$ cat src/rtl/pgmap_pkg.sv
`timescale 1ns/1ps
package pgmap_pkg;

  // Route taken by one access through the translator.
  typedef enum logic [1:0] {
    RT_ROM   = 2'd0,
    RT_FIXED = 2'd1,
    RT_MAP   = 2'd2
  } route_e;

  // Default geometry shared by all units.
  localparam int unsigned VA_W_D    = 16;
  localparam int unsigned OFF_W_D   = 12;
  localparam int unsigned SEG_W_D   = 3;
  localparam int unsigned NSEG_W_D  = 2;
  localparam int unsigned ENT_W_D   = 8;
  localparam int unsigned NENT_W_D  = 6;
  localparam int unsigned ROMOFF_W_D = 13;

endpackage

$ cat src/rtl/pgmap_table.sv
`timescale 1ns/1ps
module pgmap_table #(
  parameter int unsigned IDX_W = 7,
  parameter int unsigned ENT_W = 8,
  parameter int unsigned PG_W  = 4,
  parameter logic [7:0]  RESET_BANK = 8'h30
) (
  input  logic             clk,
  input  logic             rst_n,
  input  logic             wr_en,
  input  logic [IDX_W-1:0] wr_idx,
  input  logic [ENT_W-1:0] wr_data,
  input  logic [IDX_W-1:0] rd_idx,
  output logic [ENT_W-1:0] rd_entry
);
  localparam int unsigned DEPTH  = 1 << IDX_W;
  localparam int unsigned NPAGES = 1 << PG_W;

  logic [ENT_W-1:0] ent_q [DEPTH];

  // Reset value of one entry: the standard bank with the entry's own page.
  function automatic logic [ENT_W-1:0] f_home(input int unsigned i);
    return ENT_W'(RESET_BANK) | ENT_W'(i % NPAGES);
  endfunction

  always_ff @(posedge clk or negedge rst_n) begin
    if (!rst_n) begin
      for (int i = 0; i < DEPTH; i++) ent_q[i] <= f_home(i);
    end else if (wr_en) begin
      ent_q[wr_idx] <= wr_data;
    end
  end

  assign rd_entry = ent_q[rd_idx];

  // a write lands at its index by the next cycle.
  p_write_lands_r11: assert property (@(posedge clk) disable iff (!rst_n)
    wr_en |=> ent_q[$past(wr_idx)] == $past(wr_data));

endmodule

$ cat src/rtl/pgmap_decode.sv
`timescale 1ns/1ps
module pgmap_decode import pgmap_pkg::*; #(
  parameter int unsigned VA_W     = VA_W_D,
  parameter int unsigned OFF_W    = OFF_W_D,
  parameter int unsigned SEG_W    = SEG_W_D,
  parameter int unsigned NSEG_W   = NSEG_W_D,
  parameter int unsigned ENT_W    = ENT_W_D,
  parameter int unsigned NENT_W   = NENT_W_D,
  parameter int unsigned ROMOFF_W = ROMOFF_W_D,
  parameter logic [15:0] BYPASS_FROM = 16'hFC00,
  parameter logic [19:0] FIXED_BASE  = 20'h30000,
  parameter logic [7:0]  HOLE_BANK   = 8'h3F,
  parameter logic [11:0] HOLE_LO     = 12'hD80,
  parameter logic [11:0] HOLE_HI     = 12'hD97,
  parameter logic [15:0] ROM_LO      = 16'h6000,
  parameter logic [15:0] ROM_HI      = 16'h7FFF,
  parameter logic [15:0] VEC_LO      = 16'hFFFE,
  localparam int unsigned PG_W  = VA_W - OFF_W,
  localparam int unsigned IDX_W = PG_W + SEG_W,
  localparam int unsigned PA_W  = ENT_W + OFF_W
) (
  input  logic             clk,
  input  logic             rst_n,
  input  logic [VA_W-1:0]  cpu_addr,
  input  logic             acc_write,
  input  logic             dma_acc,
  input  logic             xlat_en,
  input  logic             ext_mode,
  input  logic [SEG_W-1:0] seg_sel,
  input  logic             rom_en,
  input  logic [ENT_W-1:0] map_entry,
  output logic [IDX_W-1:0] map_idx,
  output logic [PA_W-1:0]  phys_addr,
  output route_e           route,
  output logic             hole
);
  localparam logic [SEG_W-1:0] NSEG_MASK = SEG_W'((1 << NSEG_W) - 1);
  localparam logic [ENT_W-1:0] NENT_MASK = ENT_W'((1 << NENT_W) - 1);

  logic [PG_W-1:0]  page;
  logic [OFF_W-1:0] off;
  logic [ENT_W-1:0] eff_ent;

  // Table index: DMA forces segment 0, normal mode keeps NSEG_W bits.
  function automatic logic [IDX_W-1:0] f_index(input logic [PG_W-1:0] pg,
      input logic [SEG_W-1:0] sg, input logic ext, input logic dma);
    logic [SEG_W-1:0] s;
    s = '0;
    if (!dma) s = ext ? sg : (sg & NSEG_MASK);
    return {s, pg};
  endfunction

  // Entry width used: full in extended mode, NENT_W bits otherwise.
  function automatic logic [ENT_W-1:0] f_mask(input logic [ENT_W-1:0] e,
      input logic ext);
    return ext ? e : (e & NENT_MASK);
  endfunction

  // Overlay claims reads in the ROM window and in the vector pair.
  function automatic logic f_rom_hit(input logic [VA_W-1:0] a,
      input logic wr, input logic en);
    logic win;
    win = ((a >= VA_W'(ROM_LO)) && (a <= VA_W'(ROM_HI))) || (a >= VA_W'(VEC_LO));
    return en && !wr && win;
  endfunction

  function automatic logic f_in_hole(input logic [ENT_W-1:0] e,
      input logic [OFF_W-1:0] o);
    return (e == ENT_W'(HOLE_BANK)) && (o >= OFF_W'(HOLE_LO)) && (o <= OFF_W'(HOLE_HI));
  endfunction

  function automatic logic [PA_W-1:0] f_fixed(input logic [VA_W-1:0] a);
    return PA_W'(FIXED_BASE) | PA_W'(a);
  endfunction

  always_comb begin
    page    = cpu_addr[VA_W-1:OFF_W];
    off     = cpu_addr[OFF_W-1:0];
    map_idx = f_index(page, seg_sel, ext_mode, dma_acc);
    eff_ent = f_mask(map_entry, ext_mode);
    if (f_rom_hit(cpu_addr, acc_write, rom_en))
      route = RT_ROM;
    else if (!xlat_en || (cpu_addr >= VA_W'(BYPASS_FROM)))
      route = RT_FIXED;
    else
      route = RT_MAP;
    unique case (route)
      RT_ROM:   phys_addr = PA_W'(cpu_addr[ROMOFF_W-1:0]);
      RT_FIXED: phys_addr = f_fixed(cpu_addr);
      default:  phys_addr = {eff_ent, off};
    endcase
    hole = (route == RT_MAP) && f_in_hole(eff_ent, off);
  end

  // the top region passes through to the standard bank.
  p_bypass_top_r5: assert property (@(posedge clk) disable iff (!rst_n)
    (route != RT_ROM && cpu_addr >= VA_W'(BYPASS_FROM)) |->
      (phys_addr[VA_W-1:0] == cpu_addr &&
       phys_addr[PA_W-1:VA_W] == FIXED_BASE[PA_W-1:VA_W] && !hole));

  // translation off behaves as a fixed map.
  p_disabled_r8: assert property (@(posedge clk) disable iff (!rst_n)
    (!xlat_en && route != RT_ROM) |->
      (phys_addr[VA_W-1:0] == cpu_addr && !hole));

  // DMA never selects a segment other than 0.
  p_dma_seg0_r6: assert property (@(posedge clk) disable iff (!rst_n)
    dma_acc |-> map_idx[IDX_W-1:PG_W] == '0);

  // normal mode stays inside 18 bits and the lower index half.
  p_normal_span_r3: assert property (@(posedge clk) disable iff (!rst_n)
    (!ext_mode && route == RT_MAP) |->
      (phys_addr[PA_W-1:NENT_W+OFF_W] == '0 && !map_idx[IDX_W-1]));

  // a hole access addresses the hole range of the standard bank.
  p_hole_range_r7: assert property (@(posedge clk) disable iff (!rst_n)
    hole |-> (phys_addr[PA_W-1:OFF_W] == ENT_W'(HOLE_BANK) &&
              phys_addr[OFF_W-1:0] >= OFF_W'(HOLE_LO) &&
              phys_addr[OFF_W-1:0] <= OFF_W'(HOLE_HI)));

  // overlay results are small ROM offsets and never holes.
  p_rom_offset_r9: assert property (@(posedge clk) disable iff (!rst_n)
    (route == RT_ROM) |->
      (phys_addr[PA_W-1:ROMOFF_W] == '0 && !hole && !acc_write));

endmodule

$ cat src/rtl/pgmap_waitgen.sv
`timescale 1ns/1ps
module pgmap_waitgen (
  input  logic clk,
  input  logic rst_n,
  input  logic strobe,
  input  logic need_wait,
  output logic wait_req
);
  logic fire;
  assign fire = strobe && need_wait;

  always_ff @(posedge clk or negedge rst_n) begin
    if (!rst_n) wait_req <= 1'b0;
    else        wait_req <= fire;
  end

  // each qualifying strobe cycle gives a wait in the next cycle.
  p_wait_after_r10: assert property (@(posedge clk) disable iff (!rst_n)
    fire |=> wait_req);

  // no wait without a qualifying strobe in the previous cycle.
  p_no_spurious_r10: assert property (@(posedge clk) disable iff (!rst_n)
    !fire |=> !wait_req);

endmodule

$ cat src/rtl/pgmap_xlat.sv
`timescale 1ns/1ps
module pgmap_xlat import pgmap_pkg::*; #(
  parameter int unsigned VA_W   = VA_W_D,
  parameter int unsigned OFF_W  = OFF_W_D,
  parameter int unsigned SEG_W  = SEG_W_D,
  parameter int unsigned ENT_W  = ENT_W_D,
  localparam int unsigned PG_W  = VA_W - OFF_W,
  localparam int unsigned IDX_W = PG_W + SEG_W,
  localparam int unsigned PA_W  = ENT_W + OFF_W
) (
  input  logic             clk,
  input  logic             rst_n,
  input  logic             acc_strobe,
  input  logic             acc_write,
  input  logic [VA_W-1:0]  cpu_addr,
  input  logic             dma_acc,
  input  logic             xlat_en,
  input  logic             ext_mode,
  input  logic [SEG_W-1:0] seg_sel,
  input  logic             rom_en,
  input  logic             map_we,
  input  logic [IDX_W-1:0] map_widx,
  input  logic [ENT_W-1:0] map_wdata,
  output logic [PA_W-1:0]  phys_addr,
  output logic             rom_sel,
  output logic             force_ff,
  output logic             wait_req
);
  logic [IDX_W-1:0] map_idx;
  logic [ENT_W-1:0] map_entry;
  route_e           route;
  logic             hole;
  logic             need_wait;

  pgmap_table #(
    .IDX_W (IDX_W),
    .ENT_W (ENT_W),
    .PG_W  (PG_W)
  ) u_table (
    .clk      (clk),
    .rst_n    (rst_n),
    .wr_en    (map_we),
    .wr_idx   (map_widx),
    .wr_data  (map_wdata),
    .rd_idx   (map_idx),
    .rd_entry (map_entry)
  );

  pgmap_decode #(
    .VA_W  (VA_W),
    .OFF_W (OFF_W),
    .SEG_W (SEG_W),
    .ENT_W (ENT_W)
  ) u_decode (
    .clk       (clk),
    .rst_n     (rst_n),
    .cpu_addr  (cpu_addr),
    .acc_write (acc_write),
    .dma_acc   (dma_acc),
    .xlat_en   (xlat_en),
    .ext_mode  (ext_mode),
    .seg_sel   (seg_sel),
    .rom_en    (rom_en),
    .map_entry (map_entry),
    .map_idx   (map_idx),
    .phys_addr (phys_addr),
    .route     (route),
    .hole      (hole)
  );

  assign rom_sel   = (route == RT_ROM);
  assign force_ff  = hole;
  assign need_wait = rom_sel || hole;

  pgmap_waitgen u_wait (
    .clk       (clk),
    .rst_n     (rst_n),
    .strobe    (acc_strobe),
    .need_wait (need_wait),
    .wait_req  (wait_req)
  );

  // the overlay and the hole never claim the same access.
  p_rom_hole_excl_r9: assert property (@(posedge clk) disable iff (!rst_n)
    !(rom_sel && force_ff));

endmodule

$ cat config.mk
export PLATFORM = sky130hd
export DESIGN_NAME = pgmap_xlat
export DESIGN_NICKNAME = d
export VERILOG_FILES = /design/src/rtl/pgmap_pkg.sv /design/src/rtl/pgmap_table.sv /design/src/rtl/pgmap_decode.sv /design/src/rtl/pgmap_waitgen.sv /design/src/rtl/pgmap_xlat.sv
export SDC_FILE = /design/constraint.sdc
export NUM_CORES = 1
export LEC_CHECK = 0
export ABC_AREA = 1
export BUFFER_PORTS_ARGS = -buffer_cell sky130_fd_sc_hd__buf_2
export CAP_MARGIN = 20
export CORE_AREA = 4 4 408 410
export DETAILED_ROUTE_END_ITERATION = 8
export DIE_AREA = 0 0 412 414
export SKIP_LAST_GASP = 1
export SYNTH_ARGS = -nofsm -noshare
export SYNTH_HDL_FRONTEND = slang
export SYNTH_SLANG_ARGS = --single-unit
$ cat constraint.sdc
create_clock -name clk -period 3.9 [get_ports clk]
set_input_delay 0.39 -clock clk [delete_from_list [all_inputs] [get_ports clk]]
set_output_delay 0.39 -clock clk [all_outputs]
set_load 0.005 [all_outputs]
After elaboration in Yosys (flattened, before gate mapping)
Cells that the tools add are included.
{"block": "totals", "register_bits": 1025, "output_inout_bits": 23}
{"block": "op_classes", "n_bitwise": 2, "n_mux": 12, "reduce_logical": 14, "order_cmp": 9, "eq_ne": 3}
{"op": "bitwise mux 1024 bit", "count": 1}
{"op": "binary-select mux 8 bit (select 7 bit)", "count": 1}
{"op": "demux 8 bit (select 7 bit)", "count": 1}
{"op": "case mux 20 bit (2 select lines)", "count": 1}
{"op": ">= comparator 16 bit, second input constant", "count": 2}
{"op": "two-way mux 8 bit", "count": 4}
{"op": ">= comparator 16 x 15 -> 1 bit, second input constant", "count": 1}
{"op": ">= comparator 8 bit, second input constant", "count": 2}
{"op": "<= comparator 16 x 15 -> 1 bit, second input constant", "count": 1}
{"op": "NOT 7 -> 8 bit", "count": 2}
{"op": ">= comparator 12 bit, second input constant", "count": 1}
{"op": "<= comparator 12 bit, second input constant", "count": 1}
{"op": "equality test 8 x 6 -> 1 bit, second input constant", "count": 1}
{"op": "logical AND 1 bit", "count": 8}
{"op": "< comparator 8 x 1 -> 1 bit, second input constant", "count": 1}
{"op": "two-way mux 3 bit", "count": 2}
{"op": "two-way mux 2 bit", "count": 2}
{"op": "logical OR 1 bit", "count": 3}
{"op": "equality test 2 x 1 -> 1 bit, second input constant", "count": 1}
{"op": "equality test 2 bit, second input constant", "count": 1}
{"op": "logical NOT 1 bit", "count": 2}
{"op": "logical NOT 2 bit", "count": 1}

Longest topological paths before layout
Gate-level depths: netlist (run 1).
{"block": "logic_depth", "depth_word": 13, "ltp_mapped": 18, "mapped_depth_nobuf": 17}

Hierarchy
A second synthesis (run 1) with hierarchy kept.
{"block": "unflattened", "cells_unflattened": 5932, "hier_area_um2": 47981.0}
{"module": "pgmap_table", "area_each_um2": 47535.6, "cells_each": 5855, "instances": 1, "seq_area_each_um2": 26265.2}
{"module": "pgmap_decode", "area_each_um2": 400.4, "cells_each": 71, "instances": 1, "seq_area_each_um2": 0.0}
{"module": "pgmap_waitgen", "area_each_um2": 32.5, "cells_each": 3, "instances": 1, "seq_area_each_um2": 25.0}
{"module": "pgmap_xlat", "area_each_um2": 12.5, "cells_each": 3, "instances": 1, "seq_area_each_um2": 0.0}

Least setup slack after synthesis (run 1)
Ideal clock, no wire load.
{"block": "synth_timing", "path_type": "input-to-output", "startpoint": "input cpu_addr[15]", "endpoint": "output force_ff", "path_stages": 14, "t_arrival_ps": 1877, "slack_ps": 1633, "path_cell_list": "buf_2 -> inv_2 -> nor2_1 -> buf_4 -> nand2_1 -> nand2_1 -> nor2_1 -> nand2_1 -> nand3_1 -> nand3_1 -> nand3_1 -> nor2_1 -> nand3_1 -> inv_1"}
{"block": "synth_between", "elab_chain_len": 9, "elab_cells_between_ends": 20, "classes_between": "order compare (4); eq/ne (2); mux (6); bitwise (1); reduce/logical (7)"}
{"element": "start, declared", "line_no": "pgmap_xlat.sv:15", "rtl": "input logic [VA_W-1:0] cpu_addr,"}
{"element": "NOT 7 -> 8 bit (implied by the code)", "line_no": "pgmap_table.sv:34", "rtl": "assign rd_entry = ent_q[rd_idx];"}
{"element": "binary-select mux 8 bit (select 7 bit)", "line_no": "pgmap_table.sv:34"}
{"element": "two-way mux 8 bit (implied by the code) (2 in series)", "line_no": "pgmap_table.sv:34"}
{"element": "two-way mux 8 bit", "line_no": "pgmap_decode.sv:56", "rtl": "return ext ? e : (e & NENT_MASK);"}
{"element": "equality test 8 x 6 -> 1 bit", "line_no": "pgmap_decode.sv:69", "rtl": "return (e == ENT_W'(HOLE_BANK)) && (o >= OFF_W'(HOLE_LO)) && (o <= OFF_W'(HOLE_HI));"}
{"element": "logical AND 1 bit (2 in series)", "line_no": "pgmap_decode.sv:69"}
{"element": "logical AND 1 bit *", "line_no": "pgmap_decode.sv:92", "rtl": "hole = (route == RT_MAP) && f_in_hole(eff_ent, off);"}
{"element": "end, declared", "line_no": "pgmap_xlat.sv:26", "rtl": "output logic force_ff,"}
Mark *: on every way between the ends. The rest lies on a longest branch, timed or not. The select of a mux whose other input is x is not followed.

Final worst setup path (run 1)
{"block": "layout_timing", "startpoint": "input cpu_addr[12]", "endpoint": "output phys_addr[14]"}
{"block": "layout_between", "elab_chain_len": 7, "elab_cells_between_ends": 18, "classes_between": "order compare (4); eq/ne (1); mux (7); bitwise (1); reduce/logical (5)"}
{"element": ">= comparator 16 x 15 -> 1 bit or <= comparator 16 x 15 -> 1 bit (tied branches)", "line_no": "pgmap_decode.sv:63", "rtl": "win = ((a >= VA_W'(ROM_LO)) && (a <= VA_W'(ROM_HI))) || (a >= VA_W'(VEC_LO));"}
{"element": "logical AND 1 bit", "line_no": "pgmap_decode.sv:63"}
{"element": "logical OR 1 bit", "line_no": "pgmap_decode.sv:63"}
{"element": "logical AND 1 bit", "line_no": "pgmap_decode.sv:64", "rtl": "return en && !wr && win;"}
{"element": "two-way mux 2 bit", "line_no": "pgmap_decode.sv:81", "rtl": "if (f_rom_hit(cpu_addr, acc_write, rom_en))"}
{"element": "equality test 2 x 1 -> 1 bit or logical NOT 2 bit (tied branches)", "line_no": "pgmap_decode.sv:87", "rtl": "unique case (route)"}
{"element": "case mux 20 bit (2 select lines) *", "line_no": "pgmap_decode.sv:87"}
{"element": "end, declared", "line_no": "pgmap_xlat.sv:24", "rtl": "output logic [PA_W-1:0] phys_addr,"}
Marks and branches as above.

==> metrics.txt, run 1 <==
result of the run complete, no violations; I/O pin count 66; first-pass GRT wire length 252000 um; number of unique standard cell types used by synthesis 29; final core utilization 0.339; Worst setup endpoint phys_addr[14]; area of the core around 160000 um^2; worst-margin pin slew 1080 ps; overall fraction of global-route tracks in use 0.189; number of endpoints failing setup at the final stage 0; highest clock frequency the design can meet 0.278 GHz; required time at the endpoint of the critical path 3510 ps; clk slew on worst S/H paths roughly 60 ps; Worst Setup Path Type in2out; Hold Crit Class in2reg; detailed-router iteration count before antenna repair 7; commonest cells after routing, fill and taps aside nand2_1, o21ai_0, dfrtp_1, dfstp_2, inv_1; number of antenna-violating nets in the routed design 0; Total Negative Setup Slacks 0 ps; Cells after Synth around 6200; total via count after detailed routing 42100; sequential element share of the synthesized area 0.542; total CTS buffers between 100 and 150; sink count of the clock tree a little over 1000; CTS Root Buffer Type clkbuf_16; width of the die 412 um; TritonCTS clock tree done; maximum fanout along the worst path 48; cell type with the highest occurrence count on the critical path nand2_1; number of post-CTS setup repair buffers 0; cells traversed along the worst timing path buf_8, inv_8, buf_12, nand2_1, nand3_1, nand2_1, nand2_1, nand2_1, nor2_1, nand2_1, nand3_1, nand2_1, nand2_1, nand2_1, nand2_1, o21ai_0, buf_2; routability cong. around 0.86; cell at the slowest stage of the critical path o21ai_0; final critical-path required period 3600 ps; dpl hpwl between 90000 and 100000 um; Power Density ~480 nW/um^2; number of hold violations in the final report 0; pin count of the biggest net entering global routing between 100 and 150; vias in the first global route between 40000 and 50000; Slew HR 0.273; sort of element at the start of the critical path input pin; Skew-Pair Late Insertion Delay roughly 740 ps; endpoint of the worst register-to-register path u_wait.wait_req; FF+latch count, synth a little over 1000; die height about 410 um; Die Outline Area 171000 um^2; internal reg-to-reg setup slack around 1300 ps; signal arrival time at the worst endpoint roughly 3200 ps; final worst-path cycle share 0.922; antenna violations before repair 8; clk buf depth 3; worst clock skew on the final layout around 25 ps; leakage power ~24 nW; Yosys warning count 0; IO Port Bufs 63; Worst R2R Path Depth 12; source of the worst hold timing path map_wdata[5]; most common library cell in the layout ignoring fill and taps nand2_1; aggregate routed wire length between 150000 and 200000 um; critical path endpoint category output pin; relative area change from synthesis to final layout 13.6%; MaxCap Viol Count 0; worst stage delay on the critical path 390 ps; net count of the mapped netlist around 6300; cell area after technology mapping 48500 um^2; RSZ-0062 raised after global routing false; number of H-tree branching levels 3; nets ~6200; share of cells above drive strength 1 0.151; worst vdd ir around 0.35 mV; reg2reg start u_table.ent_q[784]; count of routing violations after the opening detailed-route iteration 4776; count of pins over their slew limit 0; WL per Instance ~19 um; per-instance average area after synthesis ~8 um^2; effective utilization at floorplan 0.299; Row Count about 150; vias per cell around 5.0; launching instance or port of the critical path cpu_addr[12]; number of DRC violations after detailed routing 0; total grt overflow 0
through the flow:
step	hold slack, ps	cell area [um^2]	worst slack (ps)	std cells	total power, mW
CTS	98.7	55100	337	8392	26.5
finish	149	55100	304	8393	26.4
global route	132	55100	169	8393	27.5
floorplan	94.4	48500	1630	6246	14.2
global placement	415	51300	378	8177	15.4
detailed placement	414	51300	371	8177	15.5
worst max-delay path: cells and delay by family:
| family | cells | cell delay [ps] |
|---|---|---|
| compound gates | 1 | 390 |
| buf+inv | 4 | 1060 |
| simple gates | 12 | 1290 |
flip-flops by register name, indices dropped and copies added (netlist names):
name and cells:
u_table.ent_q 1024, u_wait.wait_req 1
logic make-up after synthesis:
group | Yosys count | synth area share
DFF | 1025 | 0.542
and+or+nand+nor | 3106 | 0.256
AOI/OAI and AO/OA | 1252 | 0.131
buffers and inverters | 863 | 0.0717
synth_stat cells:
master	count	area share
nor4_2	6	0.0015
nor2_1	330	0.026
nand2_2	1	0.00013
clkbuf_1	286	0.022
inv_1	412	0.032
nor2_4	1	0.00023
a21oi_1	132	0.014
buf_1	27	0.0021
nor3_1	10	0.0010
inv_4	1	0.00013
o21ai_0	994	0.10
or2_0	1	0.00013
nand3b_1	3	0.00046
nand3_1	303	0.031
nor3_2	6	0.0012
clkinv_1	4	0.00031
a31oi_1	2	0.00026
a22oi_1	3	0.00046
inv_2	10	0.00077
nand2_1	2345	0.18
buf_2	89	0.0092
o211ai_1	28	0.0043
or2_2	17	0.0022
dfstp_2	512	0.28
buf_4	34	0.0053
dfrtp_1	513	0.26
o21ai_1	92	0.0095
o22ai_1	1	0.00013
nand4_1	83	0.011
how the worst min path moves through the flow:
| stage | end | slack, ps | cells after the start |
|---|---|---|---|
| after floorplan | u_table.ent_q[1000] | 90 | 0 |
| after global placement | u_table.ent_q[159] | 410 | 1 |
| after detailed placement | u_table.ent_q[159] | 410 | 1 |
| after CTS | u_table.ent_q[125] | 100 | 3 |
| after global routing | u_table.ent_q[181] | 130 | 3 |
| final | u_table.ent_q[125] | 150 | 3 |
what timing repair did:
action	4_1_cts	5_1_grt
hold buffers	2	0
hold endpoints to repair	41	0
resized for setup	0	0
layer usage:
| metal | vias up | routed length [um] | global-route usage |
|---|---|---|---|
| met5 | - | 48 | 0 |
| li1 | 19600 | - | - |
| met3 | 305 | 13200 | 0.0350 |
| met1 | 20500 | 73000 | 0.271 |
| met2 | 1621 | 71400 | 0.283 |
| met4 | 8 | 5750 | 0.0688 |
power breakdown:
part,switching (mW),internal (mW),total [mW]
registers,0.457,11.9,12.4
clock network,4.57,6.47,11.0
logic,2.07,0.906,2.98
total,7.10,19.3,26.4
cell type report:
| class | instances | area, um^2 |
|---|---|---|
| antenna | 1 | 2.50 |
| clock inverter | 44 | 527 |
| sequential | 1025 | 26300 |
| tap | 2175 | 2720 |
| fill | 17000 | 107000 |
| timing repair buffer | 194 | 1840 |
| multi-input combinational | 4358 | 18800 |
| inverter | 427 | 1640 |
| clock buffer | 169 | 3280 |
(Power assumes the default switching activity.)
==> run 2: changes to the inputs <==
REMOVE_ABC_BUFFERS = 1   (was default)
clock period = 4.1 ns   (was 3.9 ns; I/O delays follow)
==> run 2 against run 1 <==
Clock power shrank 4%; design area about the same; critical path depth decreased by 3; die area unchanged; non-clock buffer count decreased by 13; highest routed layer unchanged.
==> metrics.txt, run 2 (synthesized netlist as in run 1, its figures left out) <==
result of the run complete, no violations (unchanged); maximum fanout along the worst path 74 (was 48); worst clock skew on the final layout 37.0 ps (was 24.6 ps); clk buf depth 3 (unchanged); IO Port Bufs 63 (unchanged); vias per cell 5.04 (was 5.01); routability cong. 0.866 (was 0.860); commonest cells after routing, fill and taps aside nand2_1, o21ai_0, dfrtp_1, dfstp_2, inv_1 (unchanged); I/O pin count 66 (unchanged); TritonCTS clock tree done (unchanged); top flop regs u_table.ent_q x1024, u_wait.wait_req x1 (unchanged); dpl hpwl 99000 um (was 99500 um); count of routing violations after the opening detailed-route iteration 4830 (was 4776); CTS Root Buffer Type clkbuf_16 (unchanged); cell at the slowest stage of the critical path buf_12 (was o21ai_0); net switching power 6.83 mW (was 7.10 mW); switching power as a share of total power 0.271 (was 0.269); worst stage delay on the critical path 320 ps (was 390 ps); number of antenna-violating nets in the routed design 0 (unchanged); share of cells above drive strength 1 0.150 (was 0.151); area of the core 162000 um^2 (unchanged); clk slew on worst S/H paths 60 ps (about the same); register containing the most flip-flops in the final layout u_table.ent_q (unchanged); detailed-router iteration count before antenna repair 6 (was 7); internal cell power 18.4 mW (was 19.3 mW); clock network fraction of total power 0.422 (was 0.419); # resized after CTS 0 (unchanged); pre-CTS WS 459 ps (was 371 ps); cells traversed along the worst timing path buf_8, nor2_4, buf_12, nand2_1, nand4_1, nand3_1, nand3_1, nand3_1, nand3_1, nand2_1, nor2_1, nand3_1, inv_1, buf_2 (was buf_8, inv_8, buf_12, nand2_1, nand3_1, nand2_1, nand2_1, nand2_1, nor2_1, nand2_1, nand3_1, nand2_1, nand2_1, nand2_1, nand2_1, o21ai_0, buf_2); critical path endpoint category output pin (unchanged); overall fraction of global-route tracks in use 0.189 (about the same); antenna violations before repair 11 (was 8); final worst-path cycle share 0.926; total via count after detailed routing 42200 (was 42100); worst-case hold slack 96.9 ps (was 149 ps); most common library cell in the layout ignoring fill and taps nand2_1 (unchanged); Hold Crit Class in2reg (unchanged); worst-margin pin slew 1040 ps (was 1080 ps); nets 6148 (was 6161); RSZ-0062 raised after global routing false (unchanged); number of DRC violations after detailed routing 0 (unchanged); Comb pwr share 0.112 (was 0.113); sink count of the clock tree 1025 (unchanged); required time at the endpoint of the critical path 3690 ps (was 3510 ps); aggregate routed wire length 163000 um (about the same); relative area change from synthesis to final layout 13.6% (about the same); MaxCap Viol Count 0 (unchanged); cell type with the highest occurrence count on the critical path nand3_1 (was nand2_1); sequential share of power 0.467 (was 0.468); total CTS buffers 112 (unchanged); total grt overflow 0 (unchanged); Skew-Pair Late Insertion Delay 740 ps (about the same); die height 414 um (unchanged); Power Density 457 nW/um^2 (was 478 nW/um^2); max reg flops 1024 (unchanged); effective utilization at floorplan 0.299 (unchanged); pin count of the biggest net entering global routing 138 (was 139); Die Outline Area 171000 um^2 (unchanged); count of pins over their slew limit 0 (unchanged); sort of element at the start of the critical path input pin (unchanged); number of endpoints failing setup at the final stage 0 (unchanged); Row Count 148 (unchanged); number of post-CTS setup repair buffers 0 (unchanged); Power Total 25.2 mW (was 26.4 mW); vias in the first global route 40500 (was 40200); highest clock frequency the design can meet 0.263 GHz; signal arrival time at the worst endpoint 3390 ps (was 3210 ps); Final Worst Setup Slack 304 ps (about the same); leakage power 23.6 nW (about the same); width of the die 412 um (unchanged); WL per Instance 19.5 um (about the same); number of H-tree branching levels 3 (unchanged); number of hold violations in the final report 0 (unchanged); final critical-path required period around 3800 ps; first-pass GRT wire length 252000 um (about the same); Slew HR 0.306 (was 0.273); Worst Setup Path Type in2out (unchanged); worst vdd ir 0.335 mV (was 0.351 mV)
[run 2: cell types whose count changed in the layout (fill, tap and decap cells not counted), moves of 2 or more]
cell	change
clkbuf_1	-5
clkbuf_8	+10
bufinv_16	-2
clkinv_16	+2
clkinv_4	+2
clkinv_2	-6
buf_4	-13
nand2_2	-2
[run 2: repair_timing]
item,4_1_cts,5_1_grt
endpoints found under the setup margin,0,0
hold buffers,1,0
hold endpoints to repair,37,0
[run 2: final timing paths]
check	slack (ps)	startpoint	endpoint	cells past startpoint
max	300	cpu_addr[12]	force_ff	14
max in group asynchronous	2380	rst_n	u_table.ent_q[722]	4
max reg2reg	1210	u_table.ent_q[124]	u_wait.wait_req	13
min in group asynchronous	290	rst_n	u_table.ent_q[7]	2
min	100	acc_strobe	u_wait.wait_req	4
min reg2reg	470	u_table.ent_q[836]	u_table.ent_q[836]	2
[run 2: metal layers]
layer	global-route usage	wire length [um]
met4	0.0631	4960
met1	0.268	72400
met5	0	54
met3	0.0323	13200
met2	0.290	72900
[run 2: through the flow]
| stage | instance area (um^2) | TNS (ps) | util | cells |
|---|---|---|---|---|
| 6_report | 55100 | 0 | 0.340 | 8381 |
| 5_1_grt | 55100 | 0 | 0.340 | 8379 |
| 4_1_cts | 55100 | 0 | 0.340 | 8379 |
| 3_5_place_dp | 51200 | 0 | 0.315 | 8165 |
| 3_3_place_gp | 51200 | 0 | 0.315 | 8165 |
| 2_1_floorplan | 46700 | -82.2 | - | 5810 |
[run 2: final cells by class]
cell class | count | area, um^2
fillers | 17100 | 107000
flip-flops and latches | 1025 | 26300
multi-input cells | 4358 | 18800
clock buffers | 173 | 3370
well taps | 2175 | 2720
repair buffers | 181 | 1760
inverters | 427 | 1640
clock inverters | 40 | 517
diodes | 2 | 5.00
[run 2: worst max-delay path, delay by kind of cell]
kind / cells / cell delay, ps
and+or+nand+nor: 10 / 1940
buffers and inverters: 4 / 790
[run 2: power groups by stage]
| stage | Clock (mW) | Sequential, mW | Combinational, mW |
|---|---|---|---|
| floorplan | 0 | 11.8 | 1.53 |
| global placement | 0 | 11.9 | 2.76 |
| detailed placement | 0 | 11.9 | 2.80 |
| CTS | 10.8 | 11.7 | 2.81 |
| global route | 11.2 | 11.9 | 3.17 |
| finish | 10.6 | 11.8 | 2.82 |
